[src/rtl/aon_rst_pkg.sv]
package aon_rst_pkg;
  // word addresses
  localparam int ADDR_SYS  = 0;
  localparam int ADDR_CORE = 1;
  localparam int ADDR_BYP  = 2;
  // word 0 fields
  localparam int SYS_TRIG_BIT   = 0;
  localparam int SYS_DLREQ_BIT  = 1;
  localparam int SYS_DLSTAT_BIT = 2;
  // word 1 fields
  localparam int CORE_KEY_LSB  = 0;
  localparam int CORE_KEY_W    = 8;
  localparam int CORE_TRIG_BIT = 8;
  localparam int CORE_BOOT_BIT = 9;
  localparam int CORE_DBG_BIT  = 10;
  // word 2 fields
  localparam int BYP_IO_BIT  = 0;
  localparam int BYP_USB_BIT = 1;
  // pulse channels
  localparam int N_PULSE = 2;
  localparam int CH_SYS  = 0;
  localparam int CH_CORE = 1;

  typedef struct packed {
    logic [CORE_KEY_W-1:0] key;
    logic                  boot_rom;
    logic                  dbg_byp;
    logic                  dl_req;
    logic                  io_byp;
    logic                  usb_byp;
  } ctrl_t;

  localparam ctrl_t CTRL_RESET = '{key: '0, boot_rom: 1'b1, dbg_byp: 1'b0,
                                   dl_req: 1'b0, io_byp: 1'b0, usb_byp: 1'b0};
endpackage

[src/rtl/aon_rst_regs.sv]
module aon_rst_regs
  import aon_rst_pkg::*;
#(
  parameter int AW = 2,
  parameter int DW = 32,
  parameter logic [CORE_KEY_W-1:0] STALL_KEY = 8'h86
) (
  input  logic                 clk,
  input  logic                 rst_n,
  input  logic                 wr_en,
  input  logic [AW-1:0]        wr_addr,
  input  logic [DW-1:0]        wr_data,
  input  logic [AW-1:0]        rd_addr,
  output logic [DW-1:0]        rd_data,
  input  logic                 dl_stat_i,
  output logic [N_PULSE-1:0]   trig_o,
  output ctrl_t                ctrl_o,
  output logic                 core_stall_o
);
  ctrl_t ctrl_q;
  logic  wr_sys, wr_core, wr_byp;
  logic  unused_wdata;

  assign wr_sys  = wr_en && (wr_addr == AW'(ADDR_SYS));
  assign wr_core = wr_en && (wr_addr == AW'(ADDR_CORE));
  assign wr_byp  = wr_en && (wr_addr == AW'(ADDR_BYP));
  assign unused_wdata = ^wr_data;

  always_ff @(posedge clk or negedge rst_n) begin
    if (!rst_n) begin
      ctrl_q <= CTRL_RESET;
    end else begin
      if (wr_sys) ctrl_q.dl_req <= wr_data[SYS_DLREQ_BIT];
      if (wr_core) begin
        ctrl_q.key      <= wr_data[CORE_KEY_LSB +: CORE_KEY_W];
        ctrl_q.boot_rom <= wr_data[CORE_BOOT_BIT];
        ctrl_q.dbg_byp  <= wr_data[CORE_DBG_BIT];
      end
      if (wr_byp) begin
        ctrl_q.io_byp  <= wr_data[BYP_IO_BIT];
        ctrl_q.usb_byp <= wr_data[BYP_USB_BIT];
      end
    end
  end

  // write-trigger requests: one cycle wide, never stored
  assign trig_o[CH_SYS]  = wr_sys  && wr_data[SYS_TRIG_BIT];
  assign trig_o[CH_CORE] = wr_core && wr_data[CORE_TRIG_BIT];

  assign ctrl_o       = ctrl_q;
  assign core_stall_o = (ctrl_q.key == STALL_KEY);

  always_comb begin
    rd_data = '0;
    if (rd_addr == AW'(ADDR_SYS)) begin
      rd_data[SYS_DLREQ_BIT]  = ctrl_q.dl_req;
      rd_data[SYS_DLSTAT_BIT] = dl_stat_i;
    end else if (rd_addr == AW'(ADDR_CORE)) begin
      rd_data[CORE_KEY_LSB +: CORE_KEY_W] = ctrl_q.key;
      rd_data[CORE_BOOT_BIT] = ctrl_q.boot_rom;
      rd_data[CORE_DBG_BIT]  = ctrl_q.dbg_byp;
    end else if (rd_addr == AW'(ADDR_BYP)) begin
      rd_data[BYP_IO_BIT]  = ctrl_q.io_byp;
      rd_data[BYP_USB_BIT] = ctrl_q.usb_byp;
    end
  end

  // the stall level only moves after a write cycle
  assert_stall_on_write_R2: assert property (@(posedge clk) disable iff (!rst_n)
    !$past(wr_en) |-> $stable(core_stall_o));
  // trigger bits never read back as 1
  assert_trig_reads_zero_R3: assert property (@(posedge clk) disable iff (!rst_n)
    (rd_addr == AW'(ADDR_SYS)) |-> !rd_data[SYS_TRIG_BIT]);
  // writes outside the map leave the control fields alone
  assert_unmapped_ignored_R12: assert property (@(posedge clk) disable iff (!rst_n)
    (!wr_sys && !wr_core && !wr_byp) |=> $stable(ctrl_q));
endmodule

[src/rtl/aon_pulse_stretch.sv]
module aon_pulse_stretch #(
  parameter int PULSE_W = 4
) (
  input  logic clk,
  input  logic rst_n,
  input  logic trig_i,
  output logic pulse_o
);
  localparam int CW = $clog2(PULSE_W + 1);

  logic [CW-1:0] cnt_q;

  always_ff @(posedge clk or negedge rst_n) begin
    if (!rst_n)            cnt_q <= '0;
    else if (trig_i)       cnt_q <= CW'(PULSE_W);
    else if (cnt_q != '0)  cnt_q <= cnt_q - 1'b1;
  end

  assign pulse_o = (cnt_q != '0);

  // run-length monitor for the minimum-width check
  logic [CW:0] run_q;
  always_ff @(posedge clk or negedge rst_n) begin
    if (!rst_n)                          run_q <= '0;
    else if (!pulse_o)                   run_q <= '0;
    else if (run_q != (CW+1)'(PULSE_W))  run_q <= run_q + 1'b1;
  end

  // a pulse never ends before PULSE_W cycles
  assert_min_width_R3: assert property (@(posedge clk) disable iff (!rst_n)
    $fell(pulse_o) |-> (run_q == (CW+1)'(PULSE_W)));
  // every request is followed by an active output
  assert_trig_restart_R11: assert property (@(posedge clk) disable iff (!rst_n)
    trig_i |=> pulse_o);
endmodule

[src/rtl/aon_rst_fanout.sv]
module aon_rst_fanout (
  input  logic clk,
  input  logic rst_n,
  input  logic sys_rst_i,
  input  logic io_byp_i,
  input  logic usb_byp_i,
  input  logic dl_req_i,
  output logic io_rst_o,
  output logic usb_rst_o,
  output logic dl_stat_o
);
  logic sys_d_q;
  logic stat_q;

  assign io_rst_o  = sys_rst_i && !io_byp_i;
  assign usb_rst_o = sys_rst_i && !usb_byp_i;

  always_ff @(posedge clk or negedge rst_n) begin
    if (!rst_n) begin
      sys_d_q <= 1'b0;
      stat_q  <= 1'b0;
    end else begin
      sys_d_q <= sys_rst_i;
      if (sys_d_q && !sys_rst_i) stat_q <= dl_req_i;
    end
  end

  assign dl_stat_o = stat_q;

  // a bypassed I/O multiplexer never sees the reset
  assert_io_shield_R6: assert property (@(posedge clk) disable iff (!rst_n)
    io_byp_i |-> !io_rst_o);
  // an unbypassed USB block sees every system reset
  assert_usb_follow_R7: assert property (@(posedge clk) disable iff (!rst_n)
    (sys_rst_i && !usb_byp_i) |-> usb_rst_o);
  // status moves only right after the end of a system reset
  assert_stat_capture_R8: assert property (@(posedge clk) disable iff (!rst_n)
    !$fell(sys_rst_i) |=> $stable(dl_stat_o));
endmodule

[src/rtl/aon_rst_ctrl.sv]
module aon_rst_ctrl
  import aon_rst_pkg::*;
#(
  parameter int AW = 2,
  parameter int DW = 32,
  parameter int PULSE_W = 4,
  parameter logic [7:0] STALL_KEY = 8'h86
) (
  input  logic          clk,
  input  logic          rst_n,
  input  logic          wr_en,
  input  logic [AW-1:0] wr_addr,
  input  logic [DW-1:0] wr_data,
  input  logic [AW-1:0] rd_addr,
  output logic [DW-1:0] rd_data,
  output logic          sys_rst_o,
  output logic          core_rst_o,
  output logic          iomux_rst_o,
  output logic          usb_rst_o,
  output logic          core_stall_o,
  output logic          boot_rom_sel_o,
  output logic          dl_boot_req_o,
  output logic          dl_boot_stat_o,
  output logic          core_dbg_rst_bypass_o
);
  logic [N_PULSE-1:0] trig;
  logic [N_PULSE-1:0] pulse;
  ctrl_t              ctrl;
  logic               dl_stat;

  aon_rst_regs #(.AW(AW), .DW(DW), .STALL_KEY(STALL_KEY)) u_regs (
    .clk(clk), .rst_n(rst_n), .wr_en(wr_en), .wr_addr(wr_addr),
    .wr_data(wr_data), .rd_addr(rd_addr), .rd_data(rd_data),
    .dl_stat_i(dl_stat), .trig_o(trig), .ctrl_o(ctrl),
    .core_stall_o(core_stall_o)
  );

  for (genvar g = 0; g < N_PULSE; g++) begin : g_stretch
    aon_pulse_stretch #(.PULSE_W(PULSE_W)) u_stretch (
      .clk(clk), .rst_n(rst_n), .trig_i(trig[g]), .pulse_o(pulse[g])
    );
  end

  aon_rst_fanout u_fanout (
    .clk(clk), .rst_n(rst_n), .sys_rst_i(pulse[CH_SYS]),
    .io_byp_i(ctrl.io_byp), .usb_byp_i(ctrl.usb_byp), .dl_req_i(ctrl.dl_req),
    .io_rst_o(iomux_rst_o), .usb_rst_o(usb_rst_o), .dl_stat_o(dl_stat)
  );

  assign sys_rst_o             = pulse[CH_SYS];
  assign core_rst_o            = pulse[CH_CORE];
  assign boot_rom_sel_o        = ctrl.boot_rom;
  assign dl_boot_req_o         = ctrl.dl_req;
  assign dl_boot_stat_o        = dl_stat;
  assign core_dbg_rst_bypass_o = ctrl.dbg_byp;

  // a system reset request shows on the pin in the next cycle
  assert_sys_req_R3: assert property (@(posedge clk) disable iff (!rst_n)
    (wr_en && wr_addr == AW'(ADDR_SYS) && wr_data[SYS_TRIG_BIT]) |=> sys_rst_o);
  // a core reset request shows on the pin in the next cycle
  assert_core_req_R4: assert property (@(posedge clk) disable iff (!rst_n)
    (wr_en && wr_addr == AW'(ADDR_CORE) && wr_data[CORE_TRIG_BIT]) |=> core_rst_o);
  // the system reset pulse leaves the boot selection alone
  assert_keep_boot_R10: assert property (@(posedge clk) disable iff (!rst_n)
    (sys_rst_o && !wr_en) |=> $stable(boot_rom_sel_o));
endmodule

[config.mk]
export PLATFORM = sky130hd
export DESIGN_NAME = aon_rst_ctrl
export DESIGN_NICKNAME = d
export VERILOG_FILES = /design/src/rtl/aon_rst_pkg.sv /design/src/rtl/aon_rst_regs.sv /design/src/rtl/aon_pulse_stretch.sv /design/src/rtl/aon_rst_fanout.sv /design/src/rtl/aon_rst_ctrl.sv
export SDC_FILE = /design/constraint.sdc
export NUM_CORES = 1
export LEC_CHECK = 0
export BUFFER_PORTS_ARGS = -buffer_cell sky130_fd_sc_hd__buf_2
export CAP_MARGIN = 0
export CORE_UTILIZATION = 46
export CTS_CLUSTER_DIAMETER = 60
export CTS_CLUSTER_SIZE = 16
export DETAILED_ROUTE_END_ITERATION = 12
export PLACE_DENSITY = 0.82
export REMOVE_ABC_BUFFERS = 1
export SLEW_MARGIN = 10
export SYNTH_ARGS = -nofsm -noshare
export SYNTH_HDL_FRONTEND = slang
export SYNTH_HIERARCHICAL = 1
export SYNTH_SLANG_ARGS = --single-unit
[constraint.sdc]
create_clock -name clk -period 3.3 [get_ports clk]
set_input_delay 0.66 -clock clk [delete_from_list [all_inputs] [get_ports clk]]
set_output_delay 0.66 -clock clk [all_outputs]
set_load 0.01 [all_outputs]
# After elaboration in Yosys (flattened, before gate mapping)
# Index checks and enable logic that the tools add are counted.
[classes]
addsub = 2
n_eq_ne = 5
n_mux = 12
reduce_logical = 17
[ops]
columns = ["operator", "count"]
rows = [
  ["$mux 3", 4],
  ["$mux 2", 5],
  ["$eq 8x8->1 const B", 1],
  ["$logic_and 1x1->1", 8],
  ["$mux 6", 1],
  ["$reduce_bool 3->1", 2],
  ["$sub 3x1->3 const B", 2],
  ["$mux 5", 1],
  ["$eq 2x1->1 const B", 2],
  ["$eq 2x2->1 const B", 2],
  ["$logic_not 2->1", 2],
  ["$reduce_bool 2->1", 2],
  ["$logic_not 1->1", 3],
  ["$mux 1", 1],
]
[totals]
register_bits = 21
in_bits = 39
output_inout_bits = 41
elab_cells = 46

# Depth between registers and ports, before layout
[logic_depth]
ltp_word = 4
depth_mapped = 5
depth_no_buf = 5

# Cells and area by module
# Netlist, hierarchy kept.
[by_module_without_submodules]
columns = ["mod", "instances", "cells_per_inst", "area_per_inst_um2", "seq_area_each_um2"]
rows = [
  ["aon_rst_regs", 1, 73, 859.6, 326.6],
  ["aon_pulse_stretch", 2, 16, 177.7, 75.1],
  ["aon_rst_fanout", 1, 6, 80.1, 50.0],
]

# Worst setup path before layout
# No wires, ideal clock.
[synth_timing]
kind = "input port to output port"
from = "input port rd_addr[1]"
to = "output port rd_data[0]"
arrival_ns = 1.127
t_required_ns = 2.640
path_slack_ns = 1.513
path_stages = 2
n_path_buf = 0
cell_sequence = "and2b_1 -> a22o_1"
[synth_via]
elab_chain_len = 4
elab_cells_between_ends = 6
cone_classes = "eq/ne (2); mux (3); reduce/logical (1)"
[synth_lines]
columns = ["element", "line", "source"]
rows = [
  ["start: declaration", "aon_rst_ctrl.sv:14", "input logic [AW-1:0] rd_addr,"],
  ["$eq 2x2->1", "aon_rst_regs.sv:62", "end else if (rd_addr == AW'(ADDR_BYP)) begin"],
  ["$mux 2", "aon_rst_regs.sv:62", ""],
  ["$mux 2", "aon_rst_regs.sv:58", "end else if (rd_addr == AW'(ADDR_CORE)) begin"],
  ["$mux 1 (*)", "aon_rst_regs.sv:55", "if (rd_addr == AW'(ADDR_SYS)) begin"],
  ["end: declaration", "aon_rst_ctrl.sv:15", "output logic [DW-1:0] rd_data,"],
]
# Every way passes the cells marked *; elsewhere a longest branch is shown, timed or not.

# Worst setup path in the final report
# Same ends and word-level chain as after synthesis.

==> results.md <==
* Status: completed
* XOR/XNOR Fraction of Synth Area at 0%
* Crit Path Category: input pin to output pin
* Vias after detailed routing at approximately 870
* Critical path data required time at ~2.6 ns
* Hold_buf cts at 0
* Dpl ws at between 1 and 1.5 ns
* Die area at 0.00303 mm^2
* Worst path slowest cell: and2b_1
* Pleak at 0.000796 uW
* Startpoint types: input pin
* Post-route setup TNS at 0 ns
* FMAX at between 400 and 500 MHz
* Antenna diodes at 0
* Critical path fanouts, max at 8
* GRT Overall Usage at 16.5%
* WL/cell at between 10 and 15 um
* 1st-iter DRT viols at 14
* Largest net degree at the start of global routing at 22
* R2r startpoint: g_stretch[0].u_stretch/cnt_q[0]
* Reg2Reg Depth at 5
* Post-CTS Setup Bufs at 0
* Antenna Nets Post-Route at 0
* Crit path from: rd_addr[1]
* Worst vdd ir at 0.399 mV
* Chip width at roughly 55 um
* Core region area at ~0.0026 mm^2
* Met3 GRT Util at about 5.5%
* Root Buffer: clkbuf_4
* Area grow syn2layout at 11.3%
* Final Setup Violations at 0
* Top cell type by total area after synthesis: dfrtp_1
* Sequential Power Share at 44.1%
* DRC at 0
* Layout cells sized above 1 at between 30% and 40%
* Ranking of synthesized cells by area: dfrtp_1, buf_4, mux2_4, mux2_2, ha_1
* Reg2Reg Capture Point: u_fanout/dl_stat_o
* CTS tree: built
* NetSw at roughly 310 uW
* Synth warnings at 6
* Post-Synth Adder-Cell Area at just under 4%
* CTS sink cnt at 21
* Register area share after synthesis at approximately two fifths
* Synth cell types at 26
* Cell internal pwr at ~600 uW
* Longest Clk Path Bufs at 2
* Fin. max-slew vios at 0
* Initial antenna violation count at 0
* Htree depth at 1
* Sw frac at between 30% and 40%
* Routability congestion estimate at 0.758
* First-pass GRT wire length at approximately 3.4 mm
* Grt ovf at 0
* Tcrit/Tclk final at roughly 63%
* DIE HEIGHT at between 50 and 60 um
* Main combinational cell family by area after synthesis: simple AND/OR/NAND/NOR gates
* Most frequent CP cell: buf_2
* CP max stage delay at ~0.25 ns
* First-pass DRT Iterations at 3
* Syn Std Cell Area at approximately 0.0013 mm^2
* I/O Buffers at 36
* DR vias/cell at around 4.9
* Max-cap violation count at 0
* Crit path cell chain: buf_2 -> and2b_1 -> a22o_1 -> buf_2
* Multiplexer share of the synthesized area at a little under a fifth
* Synthesized flop and latch total at 21
* Max Clock Skew at about 0.0033 ns
* Crit path max-delay family: buffers and inverters
* Resized cells post-CTS at 0
* Share of the synthesized area in the top cell type at roughly 39%
* Clock share of power at around an eighth
* Worst hold margin at roughly 0.29 ns
* Syn_area_per_cell at around 12 um^2
* Complex-gate fraction of the synthesized area at around 3.9%
* Crit path to: rd_data[0]
* Crit. path cell count at 4
* Synth Area in Simple Gates at between 10% and 20%
* Pwr dens at 626 mW/mm^2
* Vias in the first global route at between 700 and 800
* Hold Path Class: input pin to async pin
* Final HPWL DP at around 1.7 mm
* R2r setup slk at 1.89 ns
* Final Net Count at 193
* Cell row count at 18
* Worst skew pair latency at 0.30 ns
* Combinational share of power at between 40% and 50%
* Final WS setup at around 1.2 ns
* Worst EP arrival at ~1.4 ns
* Starting Density at between 50% and 60%
* Unrepaired setup endpoints after global routing: no
* Global Route met2 Usage at 28.9%
* IO Pins at 80
* Critical Path End Type: output pin
* Clock-pin slew on the worst setup and hold paths at roughly 0.10 ns
* Final hold viol count at 0
* Period minus WS final at a little over 2 ns
* Mapped Cells at approximately 110
* CP Buf/Inv Count at 2
* Final wirelength at about 2.2 mm
* CTS Buf Count at 3
* Met1 Use GR at approximately 18%
* Busiest layer in global routing: met2
-- worst min-delay path by stage --
stage | startpoint | endpoint | slack, ns
after floorplan | rst_n | g_stretch[0].u_stretch/cnt_q[0] | 0.36
after detailed placement | u_regs/ctrl_o[12] | u_regs/ctrl_o[12] | 0.51
after global routing | rst_n | u_regs/ctrl_o[5] | 0.31
after CTS | rst_n | u_regs/ctrl_o[11] | 0.30
after global placement | u_regs/ctrl_o[12] | u_regs/ctrl_o[12] | 0.50
final | rst_n | u_regs/ctrl_o[8] | 0.29
-- metal layers --
metal | up-vias | routed length [um]
li1 | 406 | -
met1 | 423 | 877
met2 | 38 | 1140
met3 | 4 | 120
met4 | 0 | 29
met5 | - | 0
-- placed cells by master (no fill, tap or decap) --
| cell type | Yosys | layout |
|---|---|---|
| o2bb2ai_1 | 1 | 1 |
| ha_1 | 4 | 4 |
| nor2_1 | 7 | 7 |
| dfrtp_1 | 20 | 20 |
| and4b_1 | 1 | 1 |
| buf_2 | 0 | 36 |
| clkbuf_4 | 0 | 3 |
| dfstp_2 | 1 | 1 |
| nor4bb_1 | 1 | 1 |
| inv_1 | 5 | 5 |
| nand3b_1 | 1 | 1 |
| and2_1 | 7 | 7 |
| nor3b_1 | 3 | 3 |
| mux2_2 | 6 | 6 |
| mux2_1 | 1 | 1 |
| nand3b_4 | 1 | 1 |
| conb_1 | 1 | 22 |
| clkbuf_1 | 0 | 1 |
| and2_2 | 1 | 1 |
| a22o_1 | 1 | 1 |
| a211oi_1 | 2 | 2 |
| and2b_1 | 3 | 3 |
| mux2_4 | 9 | 9 |
| mux2i_1 | 2 | 2 |
| a211o_1 | 2 | 2 |
| nor2b_1 | 6 | 6 |
| nand2b_4 | 2 | 2 |
-- cell families after synthesis --
logic type               Yosys count
AO/OA/AOI/OAI                      6
adder cells (fa/ha/maj)            4
buffers and inverters             28
flip-flops                        21
multiplexers                      18
other                              1
AND/OR/NAND/NOR                   33
-- cells in the mapped netlist --
| cell type | n |
|---|---|
| nor4bb_1 | 1 |
| inv_1 | 5 |
| nor2_1 | 7 |
| mux2i_1 | 2 |
| buf_6 | 1 |
| and4b_1 | 1 |
| dfstp_2 | 1 |
| dfrtp_1 | 20 |
| and2_1 | 7 |
| and2_2 | 1 |
| nand3b_1 | 1 |
| nand3b_4 | 1 |
| o2bb2ai_1 | 1 |
| nand2b_4 | 2 |
| nor3b_1 | 3 |
| mux2_1 | 1 |
| mux2_4 | 9 |
| buf_4 | 22 |
| nor2b_1 | 6 |
| ha_1 | 4 |
| mux2_2 | 6 |
| conb_1 | 1 |
| a211o_1 | 2 |
| and2b_1 | 3 |
| a211oi_1 | 2 |
| a22o_1 | 1 |
-- power groups by stage --
stage / combinational, uW / sequential [uW] / clock [uW]
after floorplan: 280 / 394 / 0
after global placement: 362 / 396 / 0
after detailed placement: 387 / 404 / 0
after CTS: 388 / 398 / 126
after global routing: 430 / 410 / 137
final: 384 / 398 / 120
-- sequential cells by signal, indices dropped and copies added, names as in the netlist --
| name | flops |
|---|---|
| g_stretch.u_stretch/cnt_q | 6 |
| u_fanout/dl_stat_o | 1 |
| u_fanout/sys_d_q | 1 |
| u_regs/ctrl_o | 13 |
-- metrics by stage --
step           util [%]  instance area [um^2]  instances  total power, uW
2_1_floorplan         -                  1200        109              673
3_3_place_gp       55.1                  1420        175              758
3_5_place_dp       55.1                  1420        175              791
4_1_cts            56.1                  1440        179              913
5_1_grt            56.1                  1440        179              978
6_report           56.1                  1440        179              902
-- worst reg2reg max path, stage by stage, from the launching register on --
cell	delay (ns)
dfrtp_1	0.40
inv_1	0.09
ha_1	0.24
nand2b_4	0.10
nor2b_1	0.14
mux2_1	0.33
-- area by class of cell --
| type | count | area [um^2] |
|---|---|---|
| inverters | 5 | 18.8 |
| repair buffers | 36 | 180 |
| flip-flops and latches | 21 | 527 |
| clock buffers | 4 | 26.3 |
| multi-input cells | 83 | 652 |
| well taps | 30 | 37.5 |
| fillers | 238 | 1130 |
(Power assumes the default switching activity.)
